<file path="src/rtl/rsfm_pkg.sv">
package rsfm_pkg;

  localparam int REG_W = 7;

  typedef enum logic [1:0] {
    OP_NONE  = 2'b00,
    OP_ALLOC = 2'b01,
    OP_CALL  = 2'b10,
    OP_RET   = 2'b11
  } op_e;

  typedef struct packed {
    logic [REG_W-1:0] sol;
    logic [REG_W-1:0] sof;
  } marker_t;

  // strobes from control to datapath
  typedef struct packed {
    logic useHeld;  // evaluate the held operation instead of the live one
    logic holdOp;   // capture the live operation
    logic commit;   // apply the evaluated operation
  } strobe_t;

endpackage

</file>
<file path="src/rtl/rsfm_translate.sv">
module rsfm_translate
  import rsfm_pkg::*;
#(
  parameter int STACKED = 96,
  parameter int FIRST   = 32
) (
  input  logic [REG_W-1:0] frameBase,
  input  logic [REG_W-1:0] frameSof,
  input  logic [REG_W-1:0] lookupReg,
  output logic [REG_W-1:0] physReg,
  output logic             illegalReg
);

  localparam int SUM_W = REG_W + 1;
  localparam logic [REG_W-1:0] FIRST_R = REG_W'(FIRST);
  localparam logic [SUM_W-1:0] CAP = SUM_W'(STACKED);

  logic             isStacked;
  logic [REG_W-1:0] offset;
  logic [SUM_W-1:0] sum;
  logic [SUM_W-1:0] wrapped;

  always_comb begin
    isStacked  = lookupReg >= FIRST_R;
    offset     = lookupReg - FIRST_R;
    sum        = {1'b0, frameBase} + {1'b0, offset};
    wrapped    = (sum >= CAP) ? (sum - CAP) : sum;
    physReg    = isStacked ? (FIRST_R + wrapped[REG_W-1:0]) : lookupReg;
    illegalReg = isStacked && (offset >= frameSof);
  end

endmodule

</file>
<file path="src/rtl/rsfm_datapath.sv">
module rsfm_datapath
  import rsfm_pkg::*;
#(
  parameter int STACKED = 96,
  parameter int DEPTH   = 8
) (
  input  logic             clk,
  input  logic             rstN,
  input  strobe_t          strb,
  input  logic [1:0]       opKind,
  input  logic [REG_W-1:0] opSol,
  input  logic [REG_W-1:0] opSof,
  output logic             evErr,
  output logic             evSpill,
  output logic             evFill,
  output logic [REG_W-1:0] spillCount,
  output logic [REG_W-1:0] fillCount,
  output logic [REG_W-1:0] frameBase,
  output logic [REG_W-1:0] frameSol,
  output logic [REG_W-1:0] frameSof
);

  localparam int SP_W  = $clog2(DEPTH + 1);
  localparam int IDX_W = (DEPTH > 1) ? $clog2(DEPTH) : 1;
  localparam int SPL_W = $clog2(STACKED * DEPTH + 1);
  localparam int SUM_W = REG_W + 1;
  localparam logic [SUM_W-1:0] CAP = SUM_W'(STACKED);
  localparam logic [SP_W-1:0]  FULL = SP_W'(DEPTH);

  logic [REG_W-1:0] base, sol, sof;
  logic [REG_W-1:0] hidden;       // caller registers still resident in the ring
  logic [SPL_W-1:0] spilled;      // caller registers held in memory
  logic [SP_W-1:0]  sp;
  marker_t          stack [DEPTH];

  op_e              heldKind;
  logic [REG_W-1:0] heldSol, heldSof;

  op_e              evKind;
  logic [REG_W-1:0] evSol, evSof;
  logic [SP_W-1:0]  spMinus;
  logic [IDX_W-1:0] topIdx;
  marker_t          topMark;
  logic [SUM_W-1:0] resTotal;
  logic [SUM_W-1:0] callSum;
  logic [REG_W-1:0] nextBaseCall, nextBaseRet;
  logic [REG_W-1:0] needSpill, needFill;

  always_comb begin
    evKind  = strb.useHeld ? heldKind : op_e'(opKind);
    evSol   = strb.useHeld ? heldSol : opSol;
    evSof   = strb.useHeld ? heldSof : opSof;
    spMinus = sp - SP_W'(1);
    topIdx  = (sp == '0) ? '0 : spMinus[IDX_W-1:0];
    topMark = stack[topIdx];

    resTotal = {1'b0, hidden} + {1'b0, evSof};
    callSum  = {1'b0, base} + {1'b0, sol};
    nextBaseCall = (callSum >= CAP) ? REG_W'(callSum - CAP) : callSum[REG_W-1:0];
    nextBaseRet  = (base >= topMark.sol) ? (base - topMark.sol)
                 : REG_W'(({1'b0, base} + CAP) - {1'b0, topMark.sol});

    evErr     = 1'b0;
    needSpill = '0;
    needFill  = '0;
    case (evKind)
      OP_ALLOC: begin
        if (({1'b0, evSof} > CAP) || (evSol > evSof)) evErr = 1'b1;
        else if (resTotal > CAP) needSpill = REG_W'(resTotal - CAP);
      end
      OP_CALL: begin
        if (sp == FULL) evErr = 1'b1;
      end
      OP_RET: begin
        if (sp == '0) evErr = 1'b1;
        else if (topMark.sol > hidden) needFill = topMark.sol - hidden;
      end
      default: ;
    endcase
    evSpill    = needSpill != '0;
    evFill     = needFill != '0;
    spillCount = needSpill;
    fillCount  = needFill;
  end

  always_ff @(posedge clk or negedge rstN) begin
    if (!rstN) begin
      base     <= '0;
      sol      <= '0;
      sof      <= '0;
      hidden   <= '0;
      spilled  <= '0;
      sp       <= '0;
      heldKind <= OP_NONE;
      heldSol  <= '0;
      heldSof  <= '0;
    end else begin
      if (strb.holdOp) begin
        heldKind <= op_e'(opKind);
        heldSol  <= opSol;
        heldSof  <= opSof;
      end
      if (strb.commit) begin
        case (evKind)
          OP_ALLOC: begin
            sol     <= evSol;
            sof     <= evSof;
            hidden  <= hidden - needSpill;
            spilled <= spilled + SPL_W'(needSpill);
          end
          OP_CALL: begin
            base   <= nextBaseCall;
            hidden <= hidden + sol;
            sof    <= sof - sol;
            sol    <= '0;
            sp     <= sp + SP_W'(1);
          end
          OP_RET: begin
            base    <= nextBaseRet;
            sol     <= topMark.sol;
            sof     <= topMark.sof;
            hidden  <= hidden + needFill - topMark.sol;
            spilled <= spilled - SPL_W'(needFill);
            sp      <= spMinus;
          end
          default: ;
        endcase
      end
    end
  end

  always_ff @(posedge clk) begin
    if (strb.commit && (evKind == OP_CALL)) stack[sp[IDX_W-1:0]] <= '{sol: sol, sof: sof};
  end

  assign frameBase = base;
  assign frameSol  = sol;
  assign frameSof  = sof;

  // resident registers never exceed the ring
  a_r8_ring_capacity: assert property (@(posedge clk) disable iff (!rstN)
    ({1'b0, hidden} + {1'b0, sof}) <= CAP);

  // the marker stack stays within its depth
  a_r10_stack_bound: assert property (@(posedge clk) disable iff (!rstN)
    sp <= FULL);

  // a fill never asks for more than was spilled
  a_r9_fill_backed: assert property (@(posedge clk) disable iff (!rstN)
    evFill |-> (SPL_W'(needFill) <= spilled));

  // an allocate leaves the base where it was
  a_r4_alloc_base: assert property (@(posedge clk) disable iff (!rstN)
    (strb.commit && (evKind == OP_ALLOC)) |=> $stable(base));

endmodule

</file>
<file path="src/rtl/rsfm_control.sv">
module rsfm_control
  import rsfm_pkg::*;
(
  input  logic       clk,
  input  logic       rstN,
  input  logic       opValid,
  input  logic [1:0] opKind,
  input  logic       evErr,
  input  logic       evSpill,
  input  logic       evFill,
  input  logic       spillReady,
  input  logic       fillReady,
  output strobe_t    strb,
  output logic       opReady,
  output logic       opErr,
  output logic       spillValid,
  output logic       fillValid
);

  typedef enum logic [1:0] {ST_IDLE, ST_SPILL, ST_FILL} state_e;

  state_e state;
  logic   accept;

  always_comb begin
    accept       = (state == ST_IDLE) && opValid && (op_e'(opKind) != OP_NONE);
    strb.useHeld = state != ST_IDLE;
    strb.holdOp  = accept;
    strb.commit  = (accept && !evErr && !evSpill && !evFill)
                 || ((state == ST_SPILL) && spillReady)
                 || ((state == ST_FILL) && fillReady);
    opReady      = state == ST_IDLE;
    spillValid   = state == ST_SPILL;
    fillValid    = state == ST_FILL;
  end

  always_ff @(posedge clk or negedge rstN) begin
    if (!rstN) begin
      state <= ST_IDLE;
      opErr <= 1'b0;
    end else begin
      opErr <= accept && evErr;
      case (state)
        ST_IDLE: begin
          if (accept && !evErr) begin
            if (evSpill)     state <= ST_SPILL;
            else if (evFill) state <= ST_FILL;
          end
        end
        ST_SPILL: if (spillReady) state <= ST_IDLE;
        ST_FILL:  if (fillReady)  state <= ST_IDLE;
        default:  state <= ST_IDLE;
      endcase
    end
  end

  // a spill request is held until taken
  a_r8_spill_hold: assert property (@(posedge clk) disable iff (!rstN)
    (spillValid && !spillReady) |=> spillValid);

  // a fill request is held until taken
  a_r9_fill_hold: assert property (@(posedge clk) disable iff (!rstN)
    (fillValid && !fillReady) |=> fillValid);

  // the two requests are never raised together
  a_r8_one_request: assert property (@(posedge clk) disable iff (!rstN)
    !(spillValid && fillValid));

endmodule

</file>
<file path="src/rtl/reg_frame_mapper.sv">
module reg_frame_mapper
  import rsfm_pkg::*;
#(
  parameter int STACKED = 96,
  parameter int FIRST   = 32,
  parameter int DEPTH   = 8
) (
  input  logic             clk,
  input  logic             rstN,
  input  logic             opValid,
  input  logic [1:0]       opKind,
  input  logic [REG_W-1:0] opSol,
  input  logic [REG_W-1:0] opSof,
  output logic             opReady,
  output logic             opErr,
  output logic             spillValid,
  input  logic             spillReady,
  output logic [REG_W-1:0] spillCount,
  output logic             fillValid,
  input  logic             fillReady,
  output logic [REG_W-1:0] fillCount,
  input  logic [REG_W-1:0] lookupReg,
  output logic [REG_W-1:0] physReg,
  output logic             illegalReg,
  output logic [REG_W-1:0] frameBase,
  output logic [REG_W-1:0] frameSol,
  output logic [REG_W-1:0] frameSof
);

  strobe_t strb;
  logic    evErr, evSpill, evFill;

  rsfm_control control_i (
    .clk(clk), .rstN(rstN), .opValid(opValid), .opKind(opKind),
    .evErr(evErr), .evSpill(evSpill), .evFill(evFill),
    .spillReady(spillReady), .fillReady(fillReady),
    .strb(strb), .opReady(opReady), .opErr(opErr),
    .spillValid(spillValid), .fillValid(fillValid)
  );

  rsfm_datapath #(.STACKED(STACKED), .DEPTH(DEPTH)) datapath_i (
    .clk(clk), .rstN(rstN), .strb(strb), .opKind(opKind),
    .opSol(opSol), .opSof(opSof),
    .evErr(evErr), .evSpill(evSpill), .evFill(evFill),
    .spillCount(spillCount), .fillCount(fillCount),
    .frameBase(frameBase), .frameSol(frameSol), .frameSof(frameSof)
  );

  rsfm_translate #(.STACKED(STACKED), .FIRST(FIRST)) translate_i (
    .frameBase(frameBase), .frameSof(frameSof), .lookupReg(lookupReg),
    .physReg(physReg), .illegalReg(illegalReg)
  );

  // a rejected operation leaves the frame untouched
  a_r5_err_state: assert property (@(posedge clk) disable iff (!rstN)
    opErr |-> $stable({frameBase, frameSol, frameSof}));

  // the spill count does not move while waiting
  a_r8_count_stable: assert property (@(posedge clk) disable iff (!rstN)
    (spillValid && !spillReady) |=> $stable(spillCount));

  // the base does not move while a fill waits
  a_r9_base_wait: assert property (@(posedge clk) disable iff (!rstN)
    (fillValid && !fillReady) |=> $stable(frameBase));

endmodule

</file>
<file path="config.mk">
export PLATFORM = sky130hd
export DESIGN_NAME = reg_frame_mapper
export DESIGN_NICKNAME = d
export VERILOG_FILES = /design/src/rtl/rsfm_pkg.sv /design/src/rtl/rsfm_translate.sv /design/src/rtl/rsfm_datapath.sv /design/src/rtl/rsfm_control.sv /design/src/rtl/reg_frame_mapper.sv
export SDC_FILE = /design/constraint.sdc
export NUM_CORES = 1
export LEC_CHECK = 0
export BUFFER_PORTS_ARGS = -buffer_cell sky130_fd_sc_hd__buf_2
export CORE_MARGIN = 10
export CORE_UTILIZATION = 41
export CTS_CLUSTER_SIZE = 25
export DETAILED_ROUTE_END_ITERATION = 16
export SLEW_MARGIN = 20
export SYNTH_ARGS = -nofsm -noshare
export SYNTH_HDL_FRONTEND = slang
export SYNTH_SLANG_ARGS = --single-unit
</file>
<file path="constraint.sdc">
create_clock -name clk -period 7.16 [get_ports clk]
set_clock_uncertainty 0.1 [all_clocks]
set_input_delay 1.074 -clock clk [delete_from_list [all_inputs] [get_ports clk]]
set_output_delay 1.074 -clock clk [all_outputs]
set_load 0.02 [all_outputs]
</file>
# Word-level counts from Yosys, hierarchy flattened
# Memories as Yosys holds them, arrays and structs flattened.
# Cells that the tools add are included.
# Widths: inputs -> output; s select.
# totals
reg_bits	51
out_inout_bits	47
ramBits	112
memories	1
# mem_list
name	words	word_bits	read_ports	rd_clocked_by_memory_dff	wr	line_no	source
datapath_i.stack	8	14	1	0	1	rsfm_datapath.sv:34	marker_t stack [DEPTH];
# classes
eq_ne	10
mux	31
addsub	19
n_reduce_logical	27
n_lt_le_gt_ge	9
# op_table
cell	count
$mux 7	12
$pmux 7 s3	3
$sub 7x7->7	6
$add 7x7->8	3
$sub 7x7->7 const B	3
$ge 8x7->1 const B	2
$add 7x7->7	2
$ge 7x7->1	2
$gt 7x7->1	2
$pmux 7 s2	1
$reduce_bool 7->1	2
$mux 2	6
$logic_and 1x1->1	10
$gt 8x7->1 const B	1
$pmux 4 s2	1
$add 6x7->7 const A	1
$add 7x7->7 const B	1
$ge 7x6->1 const B	1
$gt 7x7->1 const B	1
$sub 7x6->7 const B	1
$eq 2x2->1 const B	3
$ne 2x1->1 const B	3
$pmux 2 s3	1
$reduce_bool 2->1	3
other kinds (15)	25

# Longest topological paths before layout
# Gate-level depths: netlist of run 1.
# logic_depth
depth_word	16
mapped_depth	31

# By module
# Synthesis of run 1 repeated with hierarchy kept, for this count alone.
# unflattened
cells_unflattened	1015
area_unflattened_um2	10555.1
# by_module_without_submodules
module	seq_area_each_um2	cells_per_inst	area_each_um2	n_inst
rsfm_datapath	4564.4	915	9786.9	1
rsfm_translate	0.0	79	574.3	1
rsfm_control	75.1	21	193.9	1

# Least setup slack after synthesis of run 1
# No wires, ideal clock.
# synth_path
path_kind	reg-to-reg
from	register datapath_i.sp[0]
to	register datapath_i.hidden[6]
path_slack_ps	614
setup_time_ps	95
stages_incl_launch_ff	30
t_arrival_ps	6350
required_ps	6965
path_buffers	5
path_cell_list	dfrtp_1 > clkbuf_1 > inv_1 > clkbuf_1 > ha_1 > nor3b_1 > or2_2 > clkbuf_1 > buf_1 > nand2_1 > nand3_1 > nand3_1 > o21ai_0 > ha_1 > nand4_1 > nor2_1 > a211o_1 > a211o_1 > buf_2 > nor2_1 > fa_1 > fa_1 > a21o_1 > a21oi_1 > o21bai_1 > a21oi_1 > xnor2_1 > xnor2_1 > a21oi_1 > o31ai_1
# synth_between
elab_chain_cells	13
# synth_rtl
element	line_no	source
start: declaration	rsfm_datapath.sv:33	logic [SP_W-1:0] sp;
start signal: assignment	rsfm_datapath.sv:116	sp <= sp + SP_W'(1);
start signal: assignment	rsfm_datapath.sv:124	sp <= spMinus;
$sub 4x1->4 / $logic_not 4->1 (equally long branches)	rsfm_datapath.sv:53, rsfm_datapath.sv:54, rsfm_datapath.sv:75	
$mux 3	rsfm_datapath.sv:54	topIdx = (sp == '0) ? '0 : spMinus[IDX_W-1:0];
$mem_v2 8x14	n/a	
$sub 7x7->7 / $gt 7x7->1 (equally long branches)	rsfm_datapath.sv:76	else if (topMark.sol > hidden) needFill = topMark.sol - hidden;
$mux 7	rsfm_datapath.sv:76	
$mux 7 *	rsfm_datapath.sv:75	if (sp == '0) evErr = 1'b1;
$mux 7 *	rsfm_datapath.sv:66	case (evKind)
net fillCount[1]	reg_frame_mapper.sv:21	output logic [REG_W-1:0] fillCount,
branches (longest 6 deep; another with $add 7x7->7)	n/a	
end signal: assignment	rsfm_datapath.sv:108	hidden <= hidden - needSpill;
end signal: assignment	rsfm_datapath.sv:113	hidden <= hidden + sol;
end signal: assignment	rsfm_datapath.sv:122	hidden <= hidden + needFill - topMark.sol;
end: declaration	rsfm_datapath.sv:31	logic [REG_W-1:0] hidden;
# Mark *: on every way through the listed nets, which the timed path passes.
# A chain may end at the register's enable or synchronous reset.

# Worst setup path in the final report of run 1
# layout_path
from	register control_i.state[0]
to	register datapath_i.hidden[6]
# layout_between
elab_chain_cells	14
# layout_rtl
element	line_no	source
start: declaration	rsfm_control.sv:22	state_e state;
start signal: assignment	rsfm_control.sv:39	state <= ST_IDLE;
start signal: assignment	rsfm_control.sv:46	if (evSpill) state <= ST_SPILL;
start signal: assignment	rsfm_control.sv:47	else if (evFill) state <= ST_FILL;
branches (longest 14 deep; another with $add 7x7->8)	n/a	
# Parallel ways; which one is timed is not known.

==> flow_summary.json, run 1 <==
{
  "hold_violations": 0,
  "tightestPinTransition_ns": 1.026,
  "final-setup-viol-count": 0,
  "synthToLayoutAreaGrowth_pct": 14.09,
  "dieWidth_um": 180.8,
  "cts_max_level": 4,
  "slew_headroom_pct": 31.59,
  "period_share_pct": 91.89,
  "startpoint_type": "flop",
  "io_buffers": 74,
  "cp.buffers_inverters": 1,
  "min_period_ns": 6.580,
  "synth.avg_cell_area_um2": 10.05,
  "synthCells": 1055,
  "initial_core_util_pct": 41.87,
  "async_flop_share_pct": 31.29,
  "tritoncts": "done",
  "ys.flop_type": "edfxtp_1",
  "ys_seq_area_share_pct": 43.75,
  "postCtsSetupBuffers": 0,
  "synth-seq-cells": 163,
  "synth_edf_count": 112,
  "drt_iter0_markers": 663,
  "syn-num-nets": 1182,
  "timing.fmax_mhz": 152.0,
  "io_pins": 75,
  "chipHeight_um": 180.8,
  "startpoint": "control_i.state[0]",
  "die_area_um2": 32700,
  "tns_ns": 0,
  "worstRegToRegCells": 24,
  "drt_first_pass_iters": 5,
  "cts_hold_buf": 0,
  "grt_pass1_wl_mm": 46.89,
  "cap_violations": 0,
  "routed_via_density": 5.599,
  "ctsRootBufferMaster": "clkbuf_16",
  "cp_num_cells": 24,
  "drtAntennaViolNets": 0,
  "yosys_warnings": 0,
  "layout-drive-gt1-share_pct": 15.89,
  "status": "finished clean",
  "required_ns": 7.40,
  "final_max_slew_viol_count": 0,
  "critPathKind": "flop to flop",
  "cp_max_fo": 16,
  "antenna_found_initial": 0,
  "gp_congestion": 0.8969,
  "final_cell_mix": "185 x nand2_1, 112 x edfxtp_1, 81 x ha_1",
  "hold_class": "flop to flop",
  "route.final.wire_length_mm": 29.79,
  "numClockSinks": 163,
  "cp_slowest_cell": "nor3_1",
  "cts_buffers": 17,
  "ys_types": 83,
  "grt-ovfl-total": 0,
  "max_stage_delay_ns": 0.47,
  "endpoint_kind": "flop",
  "min_from": "datapath_i.heldSol[4]",
  "clock_path_buffers": 2,
  "grt_usage_pct": 17.97,
  "rsz0062_at_grt": "false",
  "fin_nets": 1278,
  "dp_hpwl_mm": 21.99,
  "path_cells": "or2_1 > inv_2 > nand2_1 > nand2_1 > ha_1 > fa_1 > a211oi_1 > nor2_1 > o221ai_1 > a311oi_4 > nor3_1 > nand2_1 > ha_1 > xor2_1 > a21oi_1 > ha_1 > nor2b_1 > o21a_1 > o21a_1 > o311ai_1 > xnor2_1 > o21ai_0 > a21oi_1 > o31ai_1",
  "n_antenna_cell": 0,
  "dpl_cell_area_um2": 11520,
  "post_cts_resized": 0,
  "hold_depth": 2,
  "worst_skew_pair.late_latency_ns": 0.43,
  "r2r-start": "control_i.state[0]",
  "fin_area_um2": 12100,
  "core-area_um2": 25330,
  "cp_top_family": "compound AO/OA/AOI/OAI gates",
  "first_global_vias": 8349,
  "arrival_ns": 6.82,
  "drc_errors": 0,
  "rows": 58,
  "synth_area_um2": 10610,
  "wl_per_cell_um": 19.94,
  "grt_max_degree": 52,
  "nFillCells": 2358,
  "final_common_cell": "nand2_1",
  "vias": 8365,
  "cts.reportedPaths.clkPinSlew_ns": 0.07
}
-- final cells by class --
cell class / count / area [µm²] / share of cell area [%]
multi-input cells: 782 / 5537 / 45.76
flip-flops and latches: 163 / 4639 / 38.35
repair buffers: 111 / 648.1 / 5.357
clock buffers: 17 / 425.4 / 3.516
well taps: 330 / 412.9 / 3.413
inverters: 76 / 285.3 / 2.358
clock inverters: 15 / 151.4 / 1.251
-- final timing paths --
kind / end / slack [ns]
setup / recovery: datapath_i.hidden[6] / 0.58
hold / removal: datapath_i.heldSol[4] / 0.38
setup reg to reg: datapath_i.hidden[6] / 0.58
hold reg to reg: datapath_i.heldSol[4] / 0.38
max in group asynchronous: datapath_i.frameSof[1] / 5.81
min in group asynchronous: datapath_i.heldSol[4] / 0.66
-- metal layers --
| metal | global-route usage [%] | share of wire [%] | wire length [µm] |
|---|---|---|---|
| met5 | 0 | 0 | 0 |
| met4 | 5.446 | 1.7 | 521 |
| met3 | 3.037 | 4.9 | 1464 |
| met2 | 30.16 | 49 | 14660 |
| met1 | 23.11 | 44 | 13140 |
-- sequential cells by signal, summed over array words and instances, names as in the netlist --
| register | count |
|---|---|
| datapath_i.hidden | 7 |
| control_i.state | 2 |
| datapath_i.stack | 112 |
| datapath_i.frameSof | 7 |
| datapath_i.heldSof | 7 |
| datapath_i.sp | 4 |
| control_i.opErr | 1 |
| datapath_i.heldKind | 2 |
| datapath_i.heldSol | 7 |
| datapath_i.frameSol | 7 |
| datapath_i.frameBase | 7 |
-- worst min-delay path, stage by stage (launching register included) --
cell,delay (ns)
dfrtp_1,0.35
nand2_1,0.05
nand2_1,0.05
-- through the flow --
stage / setup WS (ns) / hold WS, ns / utilization [%] / std cells
6_report: 0.5804 / 0.3808 / 47.77 / 1494
5_1_grt: 0.08313 / 0.4216 / 47.77 / 1494
4_1_cts: 0.4276 / 0.3853 / 47.77 / 1494
3_5_place_dp: 0.4312 / 0.3636 / 45.49 / 1462
3_3_place_gp: 0.5073 / 0.3578 / 45.49 / 1462
2_1_floorplan: 0.6141 / 0.3450 / - / 1055
-- Yosys cell counts (8+ instances only) --
cell / instances / share of area (%)
nand2b_1: 13 / 0.77
a21oi_1: 42 / 2.0
mux2_2: 13 / 1.4
mux2i_1: 21 / 2.0
a21o_1: 16 / 1.1
edfxtp_1: 112 / 32
o21a_1: 10 / 0.71
xnor2_1: 28 / 2.3
nand2_1: 185 / 6.5
inv_1: 74 / 2.6
nor2_1: 54 / 1.9
a31oi_1: 9 / 0.53
o211ai_1: 11 / 0.78
fa_1: 18 / 3.4
nor3_1: 25 / 1.2
a22o_1: 8 / 0.66
o31ai_1: 9 / 0.64
clkbuf_1: 24 / 0.85
ha_1: 81 / 9.6
dfrtp_1: 51 / 12
xor2_1: 9 / 0.74
o21ai_0: 47 / 2.2
nor2b_1: 12 / 0.71
a221oi_1: 17 / 1.4
nand3_1: 32 / 1.5
-- cells by family after synthesis --
logic type               share of synthesized area [%]
flip-flops                                       43.75
XOR/XNOR                                         3.268
adder cells (fa/ha/maj)                          12.95
buffers and inverters                            4.070
AND/OR/NAND/NOR                                  16.55
AO/OA/AOI/OAI                                    15.60
multiplexers                                     3.811
Power of run 1 is left out: the tool's default activity adds up to more than one toggle a clock period on the data nets, which glitch-free logic cannot reach.
==> run 2, diff against run 1 <==
Settings changed: CORE_UTILIZATION 41 to 45, SLEW_MARGIN 20 to not set.
==> run 2 against run 1 <==
Non-clock buffer count increased by 1. Fmax increased by 2.3%. Die area decreased by 7.9%. Design area decreased by 0.19%. Wire length increased by 0.85%. Via count decreased by 0.45%. Critical path depth decreased by 1. Sequential share of layout area increased by 0.071 points. Critical endpoint unchanged. Worst hold slack got worse by 0.0050 ns.
==> flow_summary.json, run 2 (same netlist as run 1, synthesis figures left out) <==
{
  "status": "finished clean",
  "antenna_found_initial": 0,
  "routed_via_density": 5.611,
  "drtAntennaViolNets": 0,
  "cts.reportedPaths.clkPinSlew_ns": 0.07,
  "max_stage_delay_ns": 0.48,
  "chipHeight_um": 173.5,
  "cp_top_family": "simple AND/OR/NAND/NOR gates",
  "layout-drive-gt1-share_pct": 15.79,
  "grt_usage_pct": 19.86,
  "final-setup-viol-count": 0,
  "critPathKind": "flop to flop",
  "min_period_ns": 6.429,
  "clock_path_buffers": 2,
  "wl_per_cell_um": 20.24,
  "route.final.wire_length_mm": 30.04,
  "rows": 56,
  "cts_max_level": 4,
  "worstRegToRegCells": 23,
  "hold_class": "flop to flop",
  "core-area_um2": 23330,
  "required_ns": 7.39,
  "fin_nets": 1279,
  "dpl_cell_area_um2": 11520,
  "endpoint_kind": "flop",
  "arrival_ns": 6.66,
  "ctsRootBufferMaster": "clkbuf_16",
  "startpoint_type": "flop",
  "dp_hpwl_mm": 22.39,
  "drt_iter0_markers": 796,
  "io_buffers": 74,
  "synthToLayoutAreaGrowth_pct": 13.87,
  "cap_violations": 0,
  "period_share_pct": 89.79,
  "cts_hold_buf": 0,
  "grt_pass1_wl_mm": 47.51,
  "n_antenna_cell": 0,
  "dieWidth_um": 173.5,
  "vias": 8327,
  "numClockSinks": 163,
  "post_cts_resized": 0,
  "grt-ovfl-total": 0,
  "io_pins": 75,
  "tightestPinTransition_ns": 0.9797,
  "endpoint": "datapath_i.hidden[6]",
  "worst_skew_pair.late_latency_ns": 0.43,
  "cp_slowest_cell": "mux2i_1",
  "tns_ns": 0,
  "first_global_vias": 8441,
  "cp_num_cells": 23,
  "rsz0062_at_grt": "false",
  "reg2reg_to": "datapath_i.hidden[6]",
  "final_cell_mix": "185 x nand2_1, 112 x edfxtp_1, 81 x ha_1",
  "hold_violations": 0,
  "timing.fmax_mhz": 155.5,
  "crit_path_frequent_cell": "ha_1",
  "initial_core_util_pct": 45.45,
  "cts_buffers": 17,
  "final_common_cell": "nand2_1",
  "startpoint": "control_i.state[1]",
  "cp_max_fo": 11,
  "r2r-start": "control_i.state[1]",
  "final_max_slew_viol_count": 0,
  "postCtsSetupBuffers": 0,
  "fin_area_um2": 12080,
  "drc_errors": 0,
  "cp.buffers_inverters": 2,
  "tritoncts": "done",
  "gp_congestion": 0.9041,
  "path_cells": "or2_1 > buf_4 > mux2i_1 > inv_1 > ha_1 > or4b_1 > o2111ai_1 > or3b_1 > a311oi_4 > nor3_1 > nand2_1 > ha_1 > xor2_1 > a21oi_1 > ha_1 > nor2b_1 > o21a_1 > o21a_1 > o311ai_1 > xnor2_1 > o21ai_0 > a21oi_1 > o31ai_1",
  "drt_first_pass_iters": 5,
  "largest_reg_flops": 112,
  "die_area_um2": 30110,
  "slew_headroom_pct": 34.69,
  "r2r_slack_ns": 0.73,
  "grt_max_degree": 52
}
[run 2: cell types whose count changed in the layout (fill, tap and decap cells not counted), sizes merged]
cell	previous run	this run
clkinvlp	2	4
clkinv	6	4
inv	82	81
buf	111	112
clkbuf	17	18
[run 2: per-layer routing]
metal | track usage (%) | part of all wire, % | wire, µm | vias to the layer above
li1 | - | - | - | 4012
met1 | 26.26 | 45 | 13580 | 4083
met2 | 32.98 | 48 | 14480 | 206
met3 | 2.984 | 4.7 | 1400 | 26
met4 | 5.857 | 1.9 | 578 | 0
met5 | 0 | 0 | 0 | -
[run 2: how the worst min path moves through the flow]
stage | start | end | cells after the start
after floorplan | datapath_i.heldSol[0] | datapath_i.heldSol[0] | 2
after global placement | datapath_i.heldSol[0] | datapath_i.heldSol[0] | 2
after detailed placement | datapath_i.heldSol[0] | datapath_i.heldSol[0] | 2
after CTS | datapath_i.heldSol[0] | datapath_i.heldSol[0] | 2
after global routing | datapath_i.heldSol[1] | datapath_i.heldSol[1] | 2
final | datapath_i.heldSol[0] | datapath_i.heldSol[0] | 2
[run 2: final cells by class]
type                       instances  area [µm²]
fill                            2163       11260
inverter                          76       285.3
clock inverter                    14       127.6
multi-input combinational        782        5540
sequential                       163        4639
tap                              319       399.1
timing repair buffer             112       655.6
clock buffer                      18       429.2
[run 2: tightest hold or removal path, stage by stage, from the launching register on]
cell and delay, ns:
dfrtp_1 0.34, nand2_1 0.05, nand2_1 0.06
[run 2: metrics by stage]
stage	hold slack, ns	instances	utilization (%)	setup WS [ns]
finish	0.3758	1484	51.76	0.7310
global placement	0.3565	1452	49.36	0.6445
detailed placement	0.3612	1452	49.36	0.5483
global route	0.4188	1484	51.76	0.1176
CTS	0.3774	1484	51.74	0.5281
floorplan	0.3450	1055	-	0.6141
Power of run 2 is left out for the same reason.
